### config.mk
export PLATFORM = sky130hd
export DESIGN_NAME = dual_reload_pwm
export DESIGN_NICKNAME = d
export VERILOG_FILES = /design/src/rtl/drt_pkg.sv /design/src/rtl/drt_regs.sv /design/src/rtl/drt_prescale.sv /design/src/rtl/drt_phase_ctr.sv /design/src/rtl/drt_on_ctr.sv /design/src/rtl/dual_reload_pwm.sv
export SDC_FILE = /design/constraint.sdc
export NUM_CORES = 1
export LEC_CHECK = 0
export CELL_PAD_IN_SITES_DETAIL_PLACEMENT = 1
export CELL_PAD_IN_SITES_GLOBAL_PLACEMENT = 1
export CORE_UTILIZATION = 45
export DETAILED_ROUTE_END_ITERATION = 10
export PLACE_DENSITY = 0.81
export SLEW_MARGIN = 40
export SYNTH_ARGS = -nofsm -noshare
export SYNTH_HDL_FRONTEND = slang
export SYNTH_SLANG_ARGS = --single-unit
export TNS_END_PERCENT = 50
### constraint.sdc
create_clock -name clk -period 5.15 [get_ports clk]
set_input_delay 1.03 -clock clk [delete_from_list [all_inputs] [get_ports clk]]
set_output_delay 1.03 -clock clk [all_outputs]
set_load 0.02 [all_outputs]
### src/rtl/drt_pkg.sv
package drt_pkg;

   // Control word layout, bit 0 at the right.
   typedef struct packed {
      logic mode_gated;   // bit 3: high phase carries half-rate fast toggle
      logic div_bypass;   // bit 2: 1 = ON counter uses tick as is
      logic src_fast;     // bit 1: 1 = fast tick, 0 = slow tick
      logic run;          // bit 0: 1 = counting, 0 = held clear
   } drt_ctrl_t;

   localparam int unsigned CTRL_W = $bits(drt_ctrl_t);

   localparam logic [1:0] ADR_CTRL = 2'd0;
   localparam logic [1:0] ADR_ON   = 2'd1;
   localparam logic [1:0] ADR_HIGH = 2'd2;
   localparam logic [1:0] ADR_LOW  = 2'd3;

   typedef enum logic {
      PH_LOW  = 1'b0,
      PH_HIGH = 1'b1
   } drt_phase_e;

endpackage

### src/rtl/drt_regs.sv
module drt_regs
   import drt_pkg::*;
#(
   parameter int unsigned DATA_W = 16,
   parameter int unsigned CNT_W  = 16,
   parameter int unsigned ADDR_W = 2
) (
   input  logic              clk,
   input  logic              rst_n,
   input  logic              wr_en,
   input  logic [ADDR_W-1:0] addr,
   input  logic [DATA_W-1:0] wdata,
   input  logic [CNT_W-1:0]  main_cnt,
   input  logic [CNT_W-1:0]  on_cnt,
   output drt_ctrl_t         ctrl,
   output logic [CNT_W-1:0]  on_rl,
   output logic [CNT_W-1:0]  high_rl,
   output logic [CNT_W-1:0]  low_rl,
   output logic [DATA_W-1:0] rdata
);

   localparam int unsigned PAD_W = DATA_W - CNT_W;
   localparam int unsigned CPAD  = DATA_W - CTRL_W;

   if (CNT_W > DATA_W) begin : g_chk_w
      $error("drt_regs: CNT_W must not exceed DATA_W");
   end
   if (ADDR_W != 2) begin : g_chk_a
      $error("drt_regs: register map needs ADDR_W of 2");
   end

   logic [1:0] sel;
   assign sel = addr[1:0];

   always_ff @(posedge clk) begin
      if (!rst_n) begin
         ctrl    <= '0;
         on_rl   <= '0;
         high_rl <= '0;
         low_rl  <= '0;
      end else if (wr_en) begin
         unique case (sel)
            ADR_CTRL: ctrl    <= drt_ctrl_t'(wdata[CTRL_W-1:0]);
            ADR_ON:   on_rl   <= wdata[CNT_W-1:0];
            ADR_HIGH: high_rl <= wdata[CNT_W-1:0];
            default:  low_rl  <= wdata[CNT_W-1:0];
         endcase
      end
   end

   // Reads of reload addresses show live counters.
   logic [DATA_W-1:0] main_x, on_x, ctrl_x;

   if (PAD_W == 0) begin : g_nopad
      assign main_x = main_cnt;
      assign on_x   = on_cnt;
   end else begin : g_pad
      assign main_x = {{PAD_W{1'b0}}, main_cnt};
      assign on_x   = {{PAD_W{1'b0}}, on_cnt};
   end
   assign ctrl_x = {{CPAD{1'b0}}, ctrl};

   always_comb begin
      unique case (sel)
         ADR_CTRL: rdata = ctrl_x;
         ADR_ON:   rdata = on_x;
         default:  rdata = main_x;
      endcase
   end

endmodule

### src/rtl/drt_prescale.sv
module drt_prescale #(
   parameter int unsigned DIV = 10
) (
   input  logic clk,
   input  logic rst_n,
   input  logic run,
   input  logic tick,
   input  logic bypass,
   output logic on_tick
);

   if (DIV < 1) begin : g_chk
      $error("drt_prescale: DIV must be at least 1");
   end

   if (DIV == 1) begin : g_direct
      assign on_tick = tick;
   end else begin : g_divide
      localparam int unsigned PW = $clog2(DIV);
      localparam logic [PW-1:0] LAST = PW'(DIV - 1);

      logic [PW-1:0] pre;

      always_ff @(posedge clk) begin
         if (!rst_n || !run) begin
            pre <= '0;
         end else if (tick) begin
            pre <= (pre == LAST) ? '0 : pre + 1'b1;
         end
      end

      assign on_tick = bypass ? tick : (tick && pre == LAST);

      p_pre_range_r8: assert property (@(posedge clk) disable iff (!rst_n)
         pre <= LAST);
      p_pre_stop_r2: assert property (@(posedge clk) disable iff (!rst_n)
         !run |=> pre == '0);
   end

endmodule

### src/rtl/drt_phase_ctr.sv
module drt_phase_ctr
   import drt_pkg::*;
#(
   parameter int unsigned CNT_W = 16
) (
   input  logic             clk,
   input  logic             rst_n,
   input  logic             run,
   input  logic             tick,
   input  logic [CNT_W-1:0] high_rl,
   input  logic [CNT_W-1:0] low_rl,
   output logic [CNT_W-1:0] cnt,
   output drt_phase_e       phase
);

   if (CNT_W < 2) begin : g_chk
      $error("drt_phase_ctr: CNT_W must be at least 2");
   end

   logic at_zero;
   assign at_zero = (cnt == '0);

   // Stopped state is low phase at zero, so the first tick opens a high phase.
   always_ff @(posedge clk) begin
      if (!rst_n || !run) begin
         cnt   <= '0;
         phase <= PH_LOW;
      end else if (tick) begin
         if (at_zero) begin
            if (phase == PH_HIGH) begin
               phase <= PH_LOW;
               cnt   <= low_rl;
            end else begin
               phase <= PH_HIGH;
               cnt   <= high_rl;
            end
         end else begin
            cnt <= cnt - 1'b1;
         end
      end
   end

   p_stop_clear_r2: assert property (@(posedge clk) disable iff (!rst_n)
      !run |=> (cnt == '0 && phase == PH_LOW));
   p_high_load_r4: assert property (@(posedge clk) disable iff (!rst_n)
      (run && tick && phase == PH_LOW && at_zero) |=>
         (phase == PH_HIGH && cnt == $past(high_rl)));
   p_low_load_r4: assert property (@(posedge clk) disable iff (!rst_n)
      (run && tick && phase == PH_HIGH && at_zero) |=>
         (phase == PH_LOW && cnt == $past(low_rl)));
   p_count_down_r4: assert property (@(posedge clk) disable iff (!rst_n)
      (run && tick && !at_zero) |=> cnt == $past(cnt) - 1'b1);
   p_hold_r3: assert property (@(posedge clk) disable iff (!rst_n)
      (run && !tick) |=> ($stable(cnt) && $stable(phase)));

endmodule

### src/rtl/drt_on_ctr.sv
module drt_on_ctr #(
   parameter int unsigned CNT_W = 16
) (
   input  logic             clk,
   input  logic             rst_n,
   input  logic             run,
   input  logic             on_tick,
   input  logic [CNT_W-1:0] on_rl,
   output logic [CNT_W-1:0] cnt
);

   always_ff @(posedge clk) begin
      if (!rst_n || !run) begin
         cnt <= '0;
      end else if (on_tick) begin
         cnt <= (cnt == '0) ? on_rl : cnt - 1'b1;
      end
   end

   p_on_stop_r2: assert property (@(posedge clk) disable iff (!rst_n)
      !run |=> cnt == '0);
   p_on_reload_r7: assert property (@(posedge clk) disable iff (!rst_n)
      (run && on_tick && cnt == '0) |=> cnt == $past(on_rl));
   p_on_hold_r8: assert property (@(posedge clk) disable iff (!rst_n)
      (run && !on_tick) |=> $stable(cnt));

endmodule

### src/rtl/dual_reload_pwm.sv
module dual_reload_pwm
   import drt_pkg::*;
#(
   parameter int unsigned DATA_W = 16,
   parameter int unsigned CNT_W  = 16,
   parameter int unsigned ADDR_W = 2,
   parameter int unsigned ON_DIV = 10
) (
   input  logic              clk,
   input  logic              rst_n,
   input  logic              fast_tick,
   input  logic              slow_tick,
   input  logic              wr_en,
   input  logic [ADDR_W-1:0] addr,
   input  logic [DATA_W-1:0] wdata,
   output logic [DATA_W-1:0] rdata,
   output logic              pwm_out
);

   drt_ctrl_t        ctrl;
   logic [CNT_W-1:0] on_rl, high_rl, low_rl;
   logic [CNT_W-1:0] main_cnt, on_cnt;
   drt_phase_e       phase;
   logic             tick, on_tick, half;

   drt_regs #(.DATA_W(DATA_W), .CNT_W(CNT_W), .ADDR_W(ADDR_W)) u_regs (
      .clk(clk), .rst_n(rst_n), .wr_en(wr_en), .addr(addr), .wdata(wdata),
      .main_cnt(main_cnt), .on_cnt(on_cnt), .ctrl(ctrl), .on_rl(on_rl),
      .high_rl(high_rl), .low_rl(low_rl), .rdata(rdata)
   );

   assign tick = ctrl.src_fast ? fast_tick : slow_tick;

   drt_phase_ctr #(.CNT_W(CNT_W)) u_phase (
      .clk(clk), .rst_n(rst_n), .run(ctrl.run), .tick(tick),
      .high_rl(high_rl), .low_rl(low_rl), .cnt(main_cnt), .phase(phase)
   );

   drt_prescale #(.DIV(ON_DIV)) u_pre (
      .clk(clk), .rst_n(rst_n), .run(ctrl.run), .tick(tick),
      .bypass(ctrl.div_bypass), .on_tick(on_tick)
   );

   drt_on_ctr #(.CNT_W(CNT_W)) u_on (
      .clk(clk), .rst_n(rst_n), .run(ctrl.run), .on_tick(on_tick),
      .on_rl(on_rl), .cnt(on_cnt)
   );

   // Half-rate fast toggle used as the high-phase carrier in gated mode.
   always_ff @(posedge clk) begin
      if (!rst_n || !ctrl.run) begin
         half <= 1'b0;
      end else if (fast_tick) begin
         half <= ~half;
      end
   end

   assign pwm_out = ctrl.run && (phase == PH_HIGH) &&
                    (ctrl.mode_gated ? half : 1'b1);

   p_low_phase_quiet_r6: assert property (@(posedge clk) disable iff (!rst_n)
      (phase == PH_LOW) |-> !pwm_out);
   p_stopped_quiet_r2: assert property (@(posedge clk) disable iff (!rst_n)
      (!ctrl.run && !$past(ctrl.run)) |-> (!pwm_out && main_cnt == '0));
   p_reset_clear_r1: assert property (@(posedge clk)
      !$past(rst_n) |-> (rdata == '0 && !pwm_out));

endmodule

# [After elaboration in Yosys (flattened, before gate mapping)]
# Index checks and enable logic that the tools add are counted.
# W data, S select, Z words.
[op_classes] n_mux=9 eq_ne=3 multipliers=0 n_bitwise=2 n_addsub=3 n_lt_le_gt_ge=0 n_shift=0 div=0 n_reduce_logical=15
[ops] cell="$mux W16" n=3
[ops] cell="$logic_not A16 Y1" n=2
[ops] cell="$pmux W16 S2" n=1
[ops] cell="$sub A16 B1 Y16 const B" n=2
[ops] cell="$reduce_and A2 Y1" n=5
[ops] cell="$add A4 B1 Y4 const B" n=1
[ops] cell="$eq A4 B4 Y1 const B" n=1
[ops] cell="$mux W1" n=4
[ops] cell="$mux W4" n=1
[ops] cell="$logic_and A1 B1 Y1" n=3
[ops] cell="$reduce_or A3 Y1" n=1
[ops] cell="$eq A2 B1 Y1 const B" n=1
[ops] cell="$eq A2 B2 Y1 const B" n=1
[ops] cell="$logic_not A1 Y1" n=2
[ops] cell="$logic_not A2 Y1" n=1
[ops] cell="$not A1 Y1" n=2
[ops] cell="$logic_or A1 B1 Y1" n=1
[word_totals] memories=0 latch_bits=0 out_inout_bits=17 ff_bits=90 wordCells=44 romBits=0 ramBits=0

# [Longest topological paths before layout]
[depth] ltp_word=4 depth_mapped=9 mapped_depth_nobuf=7

# [By module]
# A second synthesis with hierarchy kept.
[unflattened] cells_unflattened=517 area_unflattened_um2=4723.3
[modules_own_cells] module="drt_regs" cells_each=219 area_each_um2=2188.3 seq_area_each_um2=1041.0 n_inst=1
[modules_own_cells] module="drt_phase_ctr" cells_each=140 area_each_um2=1243.7 seq_area_each_um2=340.3 n_inst=1
[modules_own_cells] module="drt_on_ctr" cells_each=128 area_each_um2=1038.5 seq_area_each_um2=320.3 n_inst=1
[modules_own_cells] module="drt_prescale" cells_each=23 area_each_um2=193.9 seq_area_each_um2=80.1 n_inst=1
[modules_own_cells] module="dual_reload_pwm" cells_each=7 area_each_um2=58.8 seq_area_each_um2=20.0 n_inst=1

# [Worst setup path before layout]
# Ideal clock, no wire load.
[synth_path] kind="input to output" startpoint="input port addr[0]" endpoint="output port rdata[12]" arrival_time_ps=2207 cell_stages=4 t_required_ps=4120 path_slack_ps=1913 cell_sequence="buf_1 > clkbuf_1 > nand2_1 > o21ai_0"
[synth_via] elab_chain_len=2
[synth_lines] item="start, declared" line_no="dual_reload_pwm.sv:14" rtl="input logic [ADDR_W-1:0] addr,"
[synth_lines] item="$eq A2 B1 Y1 / $logic_not A2 Y1 (equally long branches)" line_no="drt_regs.sv:64" rtl="unique case (sel)"
[synth_lines] item="$pmux W16 S2 *" line_no="drt_regs.sv:64"
[synth_lines] item="end, declared" line_no="dual_reload_pwm.sv:16" rtl="output logic [DATA_W-1:0] rdata,"
# Mark *: on every way between the ends. The rest lies on a longest branch, timed or not.

# [Worst setup path in the final report]
[layout_path] startpoint="input port addr[0]" endpoint="output port rdata[8]"
# The elaborated chain is that of the path after synthesis.

==> run metrics <==
cell area after synthesis 4620 um2; proportion of total power due to net switching 27.0%; final worst setup slack 1710 ps; remaining antenna violation count after routing 0; relative contribution of the clock network to total power 34.6%; EDFF count, synth 0; critical path cell sequence buf_2 > nand2_1 > o21ai_0 > clkdlybuf4s50_1; Avg WL per Cell 19.7 um; Die Height 103 um; power per cell area 243 nW/um2; Finished Core Util 53.0%; worst max-slew margin expressed relative to the limit 44.9%; result of the run completed; worst flop-to-flop path startpoint u_on.cnt[4]; # diodes 0; number of DRC violations after detailed routing 0; Setup Skew 16.1 ps; fraction of the yosys area taken by sequential cells 39.0%; post-placement setup slack 1020 ps; critical path's largest stage delay 660 ps; clock tree root driver cell sky130_fd_sc_hd__clkbuf_8; instance count along the most critical hold path 2; cell at the slowest stage of the critical path sky130_fd_sc_hd__clkdlybuf4s50_1; relative area change from synthesis to final layout 13.1%; number of global-route vias before repair 4189; share of post-route cells with drive strength above 1 8.07%; DR iter-0 viols 223; maximum number of pins on one net before global-route repair 55; design internal power 929 uW; Period Utilization, post-route 66.8%; maximum clock path buffer count 2; final slew viol count 0; total power draw 1.27 mW; net switching power 343 uW; clock tree from TritonCTS done; number of hold buffers added after CTS 0; ys flop type sky130_fd_sc_hd__dfxtp_1; kind of critical path in2out; endpoint of the worst register-to-register path u_on.cnt[14]; worst hold path type reg2reg; post-CTS setup repair buffer count 0; area of the core 9860 um2; chip width 103 um; total number of vias 4347; global route total overflow 0; number of sinks handled by clock tree synthesis 90; total wirelength of the detailed-routed design 14600 um; Sequential Power Share 56.7%; FF-to-FF setup slack 2530 ps; number of maximum-capacitance constraint violations 0; net count of the mapped netlist 616; r2r worst-path depth 5; number of buffers created by CTS 9; synthesized instance count 589; peak clock frequency supported by timing 291 MHz; slew at the pin closest to its max-slew limit 819 ps; Hold Path Sink u_regs.high_rl[15]; HPWL reported at the end of detailed placement 10600 um; setup repair after global routing missed its margin false; clock-pin slew on the worst setup and hold paths 90 ps; Overall Global Routing Usage 29.2%; Total Die Area 10700 um2; Syn. warnings 0; critical path arrival 2410 ps; number of I/O pins 40; Critical Path Source Type input pin; final net count 630; min Tclk post-route 3440 ps; fraction of registers with async set or reset after synthesis 0%; worst-skew pair later-pin latency 370 ps; VDD IR-drop max 0.125 mV; cells resized by post-CTS repair 0; launch point of the worst hold path u_regs.high_rl[15]; highest fanout seen on the critical path 22; weighted congestion at the end of routability-driven global placement 0.871; wire length of the first global-routing pass 23100 um; Via density 5.87; Crit. End Element output pin; final hold viol count 0; critical path required time 4120 ps; setup violators final 0; leakage 1.77 nW; maximum level of the CTS H-tree 3; synthesized flop and latch total 90; initial cell density of the core 46.8%; Avg Synthesized Cell Area 7.84 um2; IO Port Bufs 39; distinct cell type count after synthesis 55; DRT Pass-1 Iters 4; antenna violations before repair 0; logic gate share of total power 8.8%; summed negative setup slack over all endpoints 0 ps; FP Rows 36
==> power by group through the flow <==
stage	combinational, mW	sequential, mW	clock (mW)
finish	0.112	0.720	0.439
global route	0.123	0.722	0.475
global placement	0.108	0.735	0
detailed placement	0.111	0.736	0
CTS	0.112	0.720	0.446
floorplan	0.0677	0.731	0
==> final cells by class <==
cell class	count	area (um2)
timing repair buffer	43	410
clock buffer	9	124
multi-input combinational	449	2640
fill	1196	4640
clock inverter	6	42.5
sequential	90	1800
tap	133	166
inverter	10	37.5
==> synthesized netlist by cell type (5+ instances only) <==
library cell	number	area share [%]
sky130_fd_sc_hd__or3_1	6	0.81
sky130_fd_sc_hd__mux2i_1	19	4.1
sky130_fd_sc_hd__nor2b_1	8	1.1
sky130_fd_sc_hd__a21boi_0	48	7.8
sky130_fd_sc_hd__o21ai_0	43	4.7
sky130_fd_sc_hd__o311ai_0	5	0.95
sky130_fd_sc_hd__a21oi_1	22	2.4
sky130_fd_sc_hd__clkbuf_1	35	2.8
sky130_fd_sc_hd__nand3_1	12	1.3
sky130_fd_sc_hd__nand2_1	152	12
sky130_fd_sc_hd__inv_1	10	0.81
sky130_fd_sc_hd__nor2_1	20	1.6
sky130_fd_sc_hd__mux2_2	13	3.2
sky130_fd_sc_hd__o22ai_1	6	0.81
sky130_fd_sc_hd__nor4_1	10	1.4
sky130_fd_sc_hd__nor3b_1	5	0.81
sky130_fd_sc_hd__and2_1	5	0.68
sky130_fd_sc_hd__nor3_1	12	1.3
sky130_fd_sc_hd__dfxtp_1	90	39
==> critical path, delay by kind of cell <==
family	cells	cell delay [ps]
AOI/OAI and AO/OA	1	240
and+or+nand+nor	1	90
buffers and inverters	2	1020
==> through the flow <==
stage / cells / area, um2 / hold WS (ps)
floorplan: 589 / 4620 / 439
CTS: 740 / 5230 / 474
global placement: 725 / 5050 / 447
finish: 740 / 5230 / 473
detailed placement: 725 / 5060 / 458
global route: 740 / 5230 / 494
==> logic make-up after synthesis <==
kind of cell	Yosys count	synth area share, %
adders and majority gates	4	1.08
xor gates and xnor gates	3	0.569
and+or+nand+nor	253	25.1
AOI/OAI and AO/OA	157	22.6
buffers and inverters	50	4.28
muxes	32	7.29
DFF	90	39.0
==> placed cells by master, fill, tap and decap left out, drive strengths merged, types with 4 or more instances in the layout <==
master and count:
a21oi 23, nand3 12, mux2 13, o21ai 43
clkbuf 9, ha 4, o311ai 5, nor3b 5
a21boi 48, nor2b 8, o41ai 4, nor4 10
mux2i 19, dfxtp 90, nor3 12, buf 6
and2 6, nor2 20, clkdlybuf4s50 37, or3 6
inv 11, o22ai 6, nand2 153
==> registers in the layout (all words and copies together) (netlist names) <==
signal              cells
u_on.cnt               16
u_regs.low_rl          16
half                    1
u_phase.cnt            16
u_pre.g_divide.pre      4
u_regs.on_rl           16
u_regs.high_rl         16
u_phase.phase           1
u_regs.ctrl             4
==> worst max-delay path by stage <==
stage | start | endpoint | slack [ps] | cells past startpoint
6_report | addr[0] | rdata[8] | 1710 | 4
5_1_grt | addr[0] | rdata[8] | 1600 | 4
4_1_cts | addr[0] | rdata[8] | 1030 | 4
3_5_place_dp | addr[0] | rdata[8] | 1020 | 4
3_3_place_gp | addr[1] | rdata[11] | 1040 | 4
2_1_floorplan | addr[0] | rdata[12] | 1910 | 4
==> routing by layer <==
metal	track usage [%]	part of all wire (%)
met1	40.5	47
met2	46.7	46
met3	4.37	5.0
met4	9.32	1.7
met5	0	0
Power figures use the tool's default switching activity.
